==> src/rtl/ctc_pkg.sv <==
package ctc_pkg;
  // branch code on clk_sel
  typedef enum logic [1:0] {
    CSEL_NONE = 2'd0,
    CSEL_REG  = 2'd1,
    CSEL_TMR  = 2'd2,
    CSEL_LOWF = 2'd3
  } csel_e;

  // peripheral root source code on src_sel
  typedef enum logic [1:0] {
    SRC_PLL   = 2'd0,
    SRC_FB    = 2'd1,
    SRC_FA    = 2'd2,
    SRC_FB_HF = 2'd3
  } src_e;

  typedef enum logic [1:0] {
    STG_FRAC,
    STG_BUS,
    STG_REG,
    STG_TMR
  } stg_e;

  typedef enum logic [2:0] {
    FS_IDLE,
    FS_PREP,
    FS_LAUNCH,
    FS_WAIT,
    FS_FIN
  } fsm_e;
endpackage

==> src/rtl/ctc_pll_stage.sv <==
// PLL frequency and the fractional-stage numerator, from the latched multiplier select.
module ctc_pll_stage #(
  parameter int DW = 64,
  parameter longint unsigned REF_HZ = 64'd24000000,
  parameter longint unsigned MUL_LO = 64'd20,
  parameter longint unsigned MUL_HI = 64'd22,
  parameter longint unsigned FRAC_NUM = 64'd18
) (
  input  logic          mul_hi,
  output logic [DW-1:0] pll_hz,
  output logic [DW-1:0] frac_prod
);
  localparam logic [DW-1:0] LO_HZ = DW'(REF_HZ * MUL_LO);
  localparam logic [DW-1:0] HI_HZ = DW'(REF_HZ * MUL_HI);
  localparam logic [DW-1:0] NUM   = DW'(FRAC_NUM);

  always_comb begin
    pll_hz    = mul_hi ? HI_HZ : LO_HZ;
    frac_prod = pll_hz * NUM;
  end
endmodule

==> src/rtl/ctc_divider.sv <==
// Restoring divider, one quotient bit per clock, DW iterations per division.
module ctc_divider #(
  parameter int DW = 64,
  parameter int VW = 8
) (
  input  logic          clk,
  input  logic          rst,
  input  logic          go,
  input  logic [DW-1:0] dividend,
  input  logic [VW-1:0] divisor,
  output logic [DW-1:0] quotient,
  output logic          done
);
  localparam int CW = $clog2(DW + 1);

  logic [DW-1:0] quo;
  logic [VW-1:0] rem;
  logic [CW-1:0] cnt;
  logic          run;
  logic [VW:0]   shifted;
  logic [VW:0]   diff;
  logic          ge;
  logic [VW-1:0] next_rem;

  always_comb begin
    shifted  = {rem, quo[DW-1]};
    ge       = (shifted >= {1'b0, divisor});
    diff     = shifted - {1'b0, divisor};
    next_rem = ge ? diff[VW-1:0] : shifted[VW-1:0];
  end

  always_ff @(posedge clk) begin
    if (rst) begin
      quo  <= '0;
      rem  <= '0;
      cnt  <= '0;
      run  <= 1'b0;
      done <= 1'b0;
    end else begin
      done <= 1'b0;
      if (go) begin
        quo <= dividend;
        rem <= '0;
        cnt <= CW'(DW);
        run <= 1'b1;
      end else if (run) begin
        quo <= {quo[DW-2:0], ge};
        rem <= next_rem;
        cnt <= cnt - CW'(1);
        if (cnt == CW'(1)) begin
          run  <= 1'b0;
          done <= 1'b1;
        end
      end
    end
  end

  assign quotient = quo;
endmodule

==> src/rtl/clk_tree_calc.sv <==
module clk_tree_calc
  import ctc_pkg::*;
#(
  parameter int DW     = 64,
  parameter int RW     = 32,
  parameter int FRAC_W = 6,
  parameter int BUS_W  = 3,
  parameter int REG_W  = 2,
  parameter int TMR_W  = 6,
  parameter longint unsigned REF_HZ   = 64'd24000000,
  parameter longint unsigned MUL_LO   = 64'd20,
  parameter longint unsigned MUL_HI   = 64'd22,
  parameter longint unsigned FRAC_NUM = 64'd18,
  parameter longint unsigned LOWF_HZ  = 64'd32768
) (
  input  logic              clk,
  input  logic              rst,
  input  logic              start,
  input  logic [1:0]        clk_sel,
  input  logic              pll_mul_hi,
  input  logic [1:0]        src_sel,
  input  logic [FRAC_W-1:0] frac_a,
  input  logic [FRAC_W-1:0] frac_b,
  input  logic [BUS_W-1:0]  bus_div,
  input  logic [REG_W-1:0]  reg_div,
  input  logic [TMR_W-1:0]  tmr_div,
  output logic              busy,
  output logic              done,
  output logic              err,
  output logic [RW-1:0]     result
);
  // divisor width: widest field plus one bit for the "+1"
  localparam int MW1 = (FRAC_W > TMR_W) ? FRAC_W : TMR_W;
  localparam int MW2 = (MW1 > BUS_W) ? MW1 : BUS_W;
  localparam int DVW = ((MW2 > REG_W) ? MW2 : REG_W) + 1;

  fsm_e              state;
  stg_e              stage;
  csel_e             lat_sel;
  src_e              lat_src;
  logic              lat_hi;
  logic [FRAC_W-1:0] lat_fa, lat_fb;
  logic [BUS_W-1:0]  lat_bus;
  logic [REG_W-1:0]  lat_reg;
  logic [TMR_W-1:0]  lat_tmr;
  logic [DW-1:0]     acc;
  logic              err_n;

  logic [DW-1:0]     pll_hz, frac_prod;
  logic [FRAC_W-1:0] cur_frac;
  logic              div_go, div_done;
  logic [DVW-1:0]    div_den;
  logic [DW-1:0]     div_q;

  ctc_pll_stage #(
    .DW(DW), .REF_HZ(REF_HZ), .MUL_LO(MUL_LO), .MUL_HI(MUL_HI), .FRAC_NUM(FRAC_NUM)
  ) u_pll (
    .mul_hi   (lat_hi),
    .pll_hz   (pll_hz),
    .frac_prod(frac_prod)
  );

  assign cur_frac = (lat_src == SRC_FA) ? lat_fa : lat_fb;
  assign div_go   = (state == FS_LAUNCH);

  always_comb begin
    case (stage)
      STG_FRAC: div_den = DVW'(cur_frac);
      STG_BUS:  div_den = DVW'(lat_bus) + DVW'(1);
      STG_REG:  div_den = DVW'(lat_reg) + DVW'(1);
      default:  div_den = DVW'(lat_tmr) + DVW'(1);
    endcase
  end

  ctc_divider #(.DW(DW), .VW(DVW)) u_div (
    .clk     (clk),
    .rst     (rst),
    .go      (div_go),
    .dividend(acc),
    .divisor (div_den),
    .quotient(div_q),
    .done    (div_done)
  );

  always_ff @(posedge clk) begin
    if (rst) begin
      state   <= FS_IDLE;
      stage   <= STG_FRAC;
      lat_sel <= CSEL_NONE;
      lat_src <= SRC_PLL;
      lat_hi  <= 1'b0;
      lat_fa  <= '0;
      lat_fb  <= '0;
      lat_bus <= '0;
      lat_reg <= '0;
      lat_tmr <= '0;
      acc     <= '0;
      err_n   <= 1'b0;
      busy    <= 1'b0;
      done    <= 1'b0;
      err     <= 1'b0;
      result  <= '0;
    end else begin
      done <= 1'b0;
      err  <= 1'b0;
      case (state)
        FS_IDLE: begin
          if (start) begin
            lat_sel <= csel_e'(clk_sel);
            lat_src <= src_e'(src_sel);
            lat_hi  <= pll_mul_hi;
            lat_fa  <= frac_a;
            lat_fb  <= frac_b;
            lat_bus <= bus_div;
            lat_reg <= reg_div;
            lat_tmr <= tmr_div;
            err_n   <= 1'b0;
            busy    <= 1'b1;
            state   <= FS_PREP;
          end
        end
        FS_PREP: begin
          if (lat_sel == CSEL_NONE) begin
            acc   <= '0;
            state <= FS_FIN;
          end else if (lat_sel == CSEL_LOWF) begin
            acc   <= DW'(LOWF_HZ);
            state <= FS_FIN;
          end else if (lat_src == SRC_PLL) begin
            acc   <= pll_hz;
            stage <= STG_BUS;
            state <= FS_LAUNCH;
          end else if (cur_frac == '0) begin
            acc   <= '0;
            err_n <= 1'b1;
            state <= FS_FIN;
          end else begin
            acc   <= frac_prod;
            stage <= STG_FRAC;
            state <= FS_LAUNCH;
          end
        end
        FS_LAUNCH: state <= FS_WAIT;
        FS_WAIT: begin
          if (div_done) begin
            case (stage)
              STG_FRAC: begin
                acc   <= (lat_src == SRC_FB_HF) ? (div_q >> 1) : div_q;
                stage <= STG_BUS;
                state <= FS_LAUNCH;
              end
              STG_BUS: begin
                acc   <= div_q;
                stage <= STG_REG;
                state <= FS_LAUNCH;
              end
              STG_REG: begin
                acc <= div_q;
                if (lat_sel == CSEL_TMR) begin
                  stage <= STG_TMR;
                  state <= FS_LAUNCH;
                end else begin
                  state <= FS_FIN;
                end
              end
              default: begin
                acc   <= div_q;
                state <= FS_FIN;
              end
            endcase
          end
        end
        FS_FIN: begin
          result <= acc[RW-1:0];
          done   <= 1'b1;
          err    <= err_n;
          busy   <= 1'b0;
          state  <= FS_IDLE;
        end
        default: state <= FS_IDLE;
      endcase
    end
  end
endmodule

==> config.mk <==
export PLATFORM = sky130hd
export DESIGN_NAME = clk_tree_calc
export DESIGN_NICKNAME = d
export VERILOG_FILES = /design/src/rtl/ctc_pkg.sv /design/src/rtl/ctc_pll_stage.sv /design/src/rtl/ctc_divider.sv /design/src/rtl/clk_tree_calc.sv
export SDC_FILE = /design/constraint.sdc
export NUM_CORES = 1
export LEC_CHECK = 0
export ABC_CLOCK_PERIOD_IN_PS = 4300
export BUFFER_PORTS_ARGS = -buffer_cell sky130_fd_sc_hd__buf_2
export CAP_MARGIN = 10
export CORE_MARGIN = 4
export CORE_UTILIZATION = 50
export CTS_CLUSTER_SIZE = 30
export DETAILED_ROUTE_END_ITERATION = 6
export GPL_TIMING_DRIVEN = 1
export PLACE_DENSITY = 0.69
export SETUP_SLACK_MARGIN = 0.5
export SKIP_LAST_GASP = 1
export SLEW_MARGIN = 20
export SYNTH_ARGS = -nofsm -noshare
export SYNTH_HDL_FRONTEND = slang
export SYNTH_SLANG_ARGS = --single-unit
==> constraint.sdc <==
create_clock -name clk -period 4.3 [get_ports clk]
set_input_delay 0.86 -clock clk [delete_from_list [all_inputs] [get_ports clk]]
set_output_delay 0.86 -clock clk [all_outputs]
set_load 0.02 [all_outputs]
# == Word level (Yosys, flattened, before mapping) ==
# Cells that the tools add are included.
# classes
n_addsub,5
multipliers,1
div_mod_pow,0
magnitude_cmp,1
eq_ne,20
shifts,0
n_mux,46
bitwise_logic,2
reduce_logical,19
# op_table
cell,count
$mux W64,9
$pmux W64 S2,1
$mul A64 B4 Y63 const B,1
$mux W26,1
$mux W3,7
$mux W7,3
$pmux W7 S3,1
$mux W2,6
$pmux W3 S4,1
$mux W1,11
$eq A2 B2 Y1 const B,5
$ne A2 B2 Y1 const B,5
$ge A8 B7 Y1,1
$reduce_and A2 Y1,4
$reduce_bool A2 Y1,4
$add A6 B1 Y7 const B,1
$eq A7 B1 Y1 const B,1
$reduce_and A7 Y1,1
$sub A7 B1 Y7 const B,1
$sub A7 B7 Y7,1
$eq A3 B2 Y1 const B,2
$logic_not A2 Y1,3
$logic_not A6 Y1,1
$mux W6,1
17 further kinds,22
# word_totals
reg_bits,213
latch_bits,0
ram_bits,0
romBits,0
in_bits,31
memories,0

# == Depth between registers and ports, before layout ==
# Gate-level depths: netlist of run 1.
# logic_depth
word_depth,8
depth_mapped,14

# == Hierarchy ==
# A second synthesis of run 1 with hierarchy kept.
# hier_totals
hier_cells,1490
area_unflattened_um2,12179.2
# by_module_without_submodules
mod,instances,cells_each,area_per_inst_um2,seq_area_each_um2
clk_tree_calc,1,882,7297.0,2662.6
ctc_divider,1,478,3917.5,1601.5
ctc_pll_stage,1,130,964.7,0.0

# == Least setup slack after synthesis of run 1 ==
# OpenSTA, ideal clock, no wires.
# synth_timing
path_type,register -> register
start,register lat_src[1]
end,register u_div.rem[0]
setup_time_ns,0.074
arrival_time_ns,2.923
setup_slack_ns,1.303
stages_incl_launch_ff,14
path_buffers,1
path_cell_list,dfxtp_1 -> nor2b_4 -> buf_12 -> mux2_2 -> a211oi_1 -> a21oi_1 -> ha_1 -> inv_1 -> fa_1 -> a211oi_1 -> o21ai_1 -> a21oi_2 -> mux2_2 -> o21ai_0
# synth_via
elab_chain_cells,5
elab_cells_between_ends,6
# synth_lines
element,line_no,text
start: declaration,clk_tree_calc.sv:40,src_e lat_src;
start signal: assignment,clk_tree_calc.sv:110,lat_src <= src_e'(src_sel);
$eq A2 B2 Y1 (*),clk_tree_calc.sv:63,assign cur_frac = (lat_src == SRC_FA) ? lat_fa : lat_fb;
$mux W6 (*),clk_tree_calc.sv:63,
$pmux W7 S3 (*),clk_tree_calc.sv:67,case (stage)
$sub A7 B7 Y7 or $ge A8 B7 Y1 (tied branches),"ctc_divider.sv:28, ctc_divider.sv:27",
$mux W7 (*),ctc_divider.sv:29,next_rem = ge ? diff[VW-1:0] : shifted[VW-1:0];
end signal: assignment,ctc_divider.sv:48,rem <= next_rem;
end: declaration,ctc_divider.sv:17,logic [VW-1:0] rem;
# Every way passes the cells marked *; elsewhere a longest branch is shown, timed or not.
# A chain may end at the register's enable or synchronous reset.

# == Worst setup path after layout of run 1 ==
# Same ends and word-level chain as after synthesis.

==> results.toml, run 1 <==
[drt]
wirelength_um = 22190
drt_iter0_markers = 613
vias = 8145
viasPerCell = 5.445
wl_per_cell_um = 14.83
drt-pass1-iter-count = 5
drcViolationCount = 0
final_antenna_net_count = 0

[worst_hold_path]
min_path_type = "flip-flop to flip-flop"

[die]
row_count = 50
die_h_um = 147.8
die_area_um2 = 21850
pin_count = 66
initial_utilization = 0.5156
die_w_um = 147.8
core_um2 = 18960

[worst_setup_path]
worstPathRequired_ns = 4.73
worst_setup_path_end_kind = "flip-flop"
cp_max_fo = 8
worstSetupStartpointType = "flip-flop"
crit_type = "flip-flop to flip-flop"
arrival_ns = 3.82

[sta]
max_freq_mhz = 295.4
maxSlewHeadroom = 0.3394
worst_pin_slew_ns = 0.9856
period_needed_ns = 3.385
finalHoldViolations = 0
skew_ns = 0.01007
fin_crit_sh = 0.7873
setup_viol = 0
drv_slew = 0
tns_ns = 0
rsz0062_at_grt = "false"

[clocking]
cts_tree = "yes"
cts_resized = 0
clk_pin_slew_ns = 0.06
cts_num_sinks = 213
post-cts-setup-buffer-count = 0
htree_levels = 1
clk_latency_ns = 0.51
clock_path_buffers = 3
root_buffer = "clkbuf_16"
cts_made_buffers = 23
cts_hold_buf = 0

[job]
max-cap-violations = 0

[final_layout]
syn_to_final_growth_pct = 11.66
multi_input_area_um2 = 5094
fin_nets = 1270
fillers = 1788
diodes = 0
seqCellArea_um2 = 4268
fin_cells = 1496
drive_gt1_frac = 0.1076

[synthesis]
ys_types = 66
synth_area_leaders = "dfxtp_1, a21oi_1, nand2_1, mux2i_1, nor2_1"
yosysTopAreaCell = "dfxtp_1"
postSynth.asyncResetShare = 0
synth_edf_count = 0
syn_area_per_cell_um2 = 8.077
synth_ff_type = "dfxtp_1"
synth_fp_nets = 1259
yosysMostFrequentCell = "nand2_1"
syn-cell-area_um2 = 9773
syn-instance-count = 1210
synth_top_area_frac = 0.4363
ys_ff_latch = 213
synth_commonest_cells = "nand2_1, dfxtp_1, a21oi_1, nor2_1, mux2i_1"
ys_seq_area_frac = 0.4363
ys_warn_count = 0

[placed_design]
place_hpwl_um = 13500
gp_congestion = 0.8554
dp.cells = 1455
port_buffers = 65

[power]
pwr_density_cell_nw_per_um2 = 409.6
p_leak_nw = 3.855
peakVddDrop_v = 0.0002441
p_total_mw = 4.470

[grt]
grt_pass1_vias = 7710
overflow = 0
grt_pass1_wl_um = 37870
grt_max_degree = 130
grt_usage = 0.2002
antenna_found_initial = 0

[outcome]
status = "finished clean"
[worst max-delay path, cell delays in order, from the launching register on]
cell,delay [ns]
dfxtp_1,0.43
nor2b_4,0.36
mux2_2,0.22
a211oi_1,0.08
a21oi_1,0.18
ha_1,0.18
inv_1,0.05
fa_1,0.40
a211oi_1,0.39
o21ai_1,0.20
a21oi_4,0.31
mux2_2,0.37
o21ai_0,0.13
[routing by layer]
layer / wire length, um / GRT usage / vias up
li1: - / - / 4195
met1: 10830 / 0.2854 / 3781
met2: 10030 / 0.3242 / 138
met3: 877 / 0.02759 / 31
met4: 446 / 0.04520 / 0
met5: 0 / 0 / -
[through the flow]
step / worst slack [ns] / hold slack [ns] / util / instance area (um2)
3_5_place_dp: 0.8211 / 0.4432 / 0.5354 / 10150
5_1_grt: 0.5777 / 0.4704 / 0.5757 / 10910
2_1_floorplan: 1.303 / 0.4303 / - / 9773
6_report: 0.9145 / 0.4467 / 0.5757 / 10910
3_3_place_gp: 0.8786 / 0.4396 / 0.5354 / 10150
4_1_cts: 0.8095 / 0.4512 / 0.5743 / 10890
[cells in the final DEF, fill, tap and decap left out, types with 3 or more instances in the layout]
cell type | synthesis | layout
nand2_1 | 231 | 231
dfxtp_1 | 213 | 212
a21oi_1 | 176 | 176
nor2_1 | 160 | 160
mux2i_1 | 85 | 85
a211oi_1 | 70 | 70
buf_2 | 13 | 64
o21ai_0 | 26 | 26
clkbuf_16 | 0 | 23
nor3_1 | 20 | 20
ha_1 | 17 | 17
inv_1 | 12 | 12
o22ai_1 | 11 | 11
buf_4 | 4 | 11
nand2b_1 | 9 | 9
clkbuf_8 | 0 | 9
xor2_1 | 8 | 8
nand3_1 | 7 | 6
nand3b_1 | 6 | 6
clkbuf_1 | 69 | 6
xnor2_1 | 5 | 5
nand4_1 | 4 | 4
mux2_2 | 4 | 4
o31ai_1 | 3 | 3
[final cells by class]
class / count / area share
Tap cell: 260 / 0.02981
Clock inverter: 2 / 0.001261
Sequential cell: 213 / 0.3911
Clock buffer: 38 / 0.06615
Timing Repair Buffer: 78 / 0.04082
Inverter: 12 / 0.004127
Multi-Input combinational cell: 893 / 0.4667
[power breakdown]
| part | switching [mW] | internal (mW) | total [mW] |
|---|---|---|---|
| Clock | 0.767 | 1.14 | 1.90 |
| Combinational | 0.279 | 0.183 | 0.462 |
| Sequential | 0.0683 | 2.04 | 2.10 |
| Total | 1.11 | 3.36 | 4.47 |
[worst paths after layout]
check | startpoint | slack, ns | endpoint | cells after the start
worst max-delay path | lat_src[1]$_SDFFE_PP0P_ | 0.91 | u_div.rem[0]$_SDFFE_PP0P_ | 12
worst min-delay path | result[11]$_SDFFE_PP0P_ | 0.45 | result[11]$_SDFFE_PP0P_ | 2
worst max register to register | lat_src[1]$_SDFFE_PP0P_ | 0.91 | u_div.rem[0]$_SDFFE_PP0P_ | 12
worst min register to register | result[11]$_SDFFE_PP0P_ | 0.45 | result[11]$_SDFFE_PP0P_ | 2
[cells by family after synthesis]
kind of cell | synth area share
DFF | 0.4363
and+or+nand+nor | 0.1970
buffers and inverters | 0.04558
adders and majority gates | 0.02381
AOI/OAI and AO/OA | 0.1923
xor gates and xnor gates | 0.01332
muxes | 0.09167
Note: power is estimated with default switching activity, not from simulation.
==> inputs of run 2 (changes only) <==
Settings changed: ABC_CLOCK_PERIOD_IN_PS 4300 to 2900, PLACE_DENSITY 0.69 to 0.72.
Clock period 4.3 ns to 2.9 ns, I/O delays scaled along.
==> run 2 against run 1 <==
Against the previous run:
- sequential power is 48% higher
- core utilization increased by 1.2 points
- combinational power grew 74%
- highest routed layer unchanged
- worst setup slack worse by 0.82 ns
- largest power group unchanged
- flip-flop and latch count did not move
==> results.toml, run 2 (synthesis results as in run 1) <==
[die]
initial_utilization = 0.5156
pin_count = 66
row_count = 50
core_um2 = 18960
die_w_um = 147.8
die_h_um = 147.8
die_area_um2 = 21850

[worst_setup_path]
r2r_cells = 12
worstSetupStartpointType = "flip-flop"
ff2ff_setup_slack_ns = 0.09
cp_max_fo = 4
worstPathRequired_ns = 3.33
worst_setup_path_end_kind = "flip-flop"
arrival_ns = 3.24
crit_type = "flip-flop to flip-flop"
r2r_start = "stage[1]$_SDFFE_PP0P_"
reg2reg_to = "u_div.rem[5]$_SDFFE_PP0P_"

[sta]
rsz0062_at_grt = "true"
drv_slew = 0
period_needed_ns = 2.809
worst_pin_slew_ns = 0.7769
whs_ns = 0.3095
max_freq_mhz = 356.1
setup_viol = 0
finalHoldViolations = 0
maxSlewHeadroom = 0.4821
fin_crit_sh = 0.9685
skew_ns = 0.009916

[final_layout]
final_cell_mix = "nand2_1, dfxtp_1, a21oi_1"
fin_nets = 1288
diodes = 0
fillers = 1711
design_area_um2 = 11150
final_common_cell = "nand2_1"
syn_to_final_growth_pct = 14.08
drive_gt1_frac = 0.1333

[placed_design]
place_hpwl_um = 13420
placed_cell_area_um2 = 10320
gp_congestion = 0.8727
port_buffers = 65

[worst_hold_path]
min_path_type = "input pin to flip-flop"
hold_end = "lat_reg[0]$_SDFFE_PP0P_"
min_from = "reg_div[0]"
hold_depth = 3

[clocking]
cts_num_sinks = 213
htree_levels = 1
cts_tree = "yes"
cts_made_buffers = 23
clock_path_buffers = 3
root_buffer = "clkbuf_16"
clk_pin_slew_ns = 0.06
cts_hold_buf = 0
clk_latency_ns = 0.51

[drt]
vias = 8357
wl_per_cell_um = 14.81
drt_iter0_markers = 619
viasPerCell = 5.523
final_antenna_net_count = 0
drt-pass1-iter-count = 5
wirelength_um = 22420
drcViolationCount = 0

[power]
p_int_mw = 4.992
p_total_mw = 6.680
switching_share = 0.2527
p_seq_frac = 0.466
p_leak_nw = 3.941
pwr-share-clk = 0.413
combPwrFrac = 0.121
p_sw_mw = 1.688
pwr_density_cell_nw_per_um2 = 599.2
peakVddDrop_v = 0.0004187

[outcome]
status = "finished clean"

[grt]
overflow = 0
grt_pass1_wl_um = 38360
grt_max_degree = 124
antenna_found_initial = 0
grt_usage = 0.2041
grt_pass1_vias = 7813

[job]
max-cap-violations = 0
## run 2: changes by cell type in the layout (fill, tap and decap cells not counted), sizes merged
cell / change
buf: +18
clkbuf: -2
bufinv: +1
clkinvlp: +1
inv: -1
## run 2: worst max-delay path, stage by stage, from the launching register on
cell and delay [ns]:
dfxtp_4 0.38, inv_4 0.05, ha_4 0.16, buf_4 0.14
a222oi_1 0.37, inv_1 0.10, mux2i_2 0.19, ha_1 0.29
nand2b_1 0.13, a21oi_2 0.09, or4b_4 0.48, a41o_1 0.19
o211ai_1 0.14
## run 2: worst max path at each step
| stage | to | from |
|---|---|---|
| floorplan | u_div.rem[5]$_SDFFE_PP0P_ | lat_src[0]$_SDFFE_PP0P_ |
| CTS | u_div.rem[1]$_SDFFE_PP0P_ | stage[1]$_SDFFE_PP0P_ |
| global placement | u_div.rem[1]$_SDFFE_PP0P_ | stage[1]$_SDFFE_PP0P_ |
| detailed placement | u_div.rem[1]$_SDFFE_PP0P_ | stage[1]$_SDFFE_PP0P_ |
| finish | u_div.rem[5]$_SDFFE_PP0P_ | stage[1]$_SDFFE_PP0P_ |
| global route | u_div.rem[5]$_SDFFE_PP0P_ | lat_src[1]$_SDFFE_PP0P_ |
## run 2: stage by stage
stage	cells	worst slack, ns	setup TNS, ns	utilization
floorplan	1210	0.09654	0	-
global placement	1465	0.07475	0	0.5445
detailed placement	1465	-0.06049	-0.1771	0.5445
CTS	1512	0.1828	0	0.5874
global route	1513	-0.01802	-0.04067	0.5882
finish	1513	0.09146	0	0.5882
## run 2: metal layers
metal,track usage,wire length [um],up-vias
li1,-,-,4227
met1,0.2886,10820,3923
met2,0.3299,10190,178
met3,0.02698,946,29
met4,0.05452,465,0
met5,0,0,-
## run 2: what timing repair did
item / 4_1_cts / 5_1_grt
endpoints found under the setup margin: 8 / 8
pin swaps: 16 / 7
buffers inserted: 8 / 1
resized for setup: 19 / 3
endpoints found under the hold margin: 0 / 0
## run 2: cell type report
type,count,area [um2],area share
clock buffers,36,654.4,0.05869
clock inverters,3,42.54,0.003816
inverters,12,50.05,0.004489
multi-input cells,893,5174,0.4640
flip-flops and latches,213,4277,0.3836
well taps,260,325.3,0.02918
repair buffers,96,626.9,0.05622
## run 2: power by group through the flow
stage               clock network, mW  registers (mW)  logic [mW]
global placement                    0            3.17       0.754
detailed placement                  0            3.17       0.764
finish                           2.76            3.11       0.806
global route                     2.96            3.13       0.889
CTS                              2.83            3.11       0.794
floorplan                           0            3.15       0.576
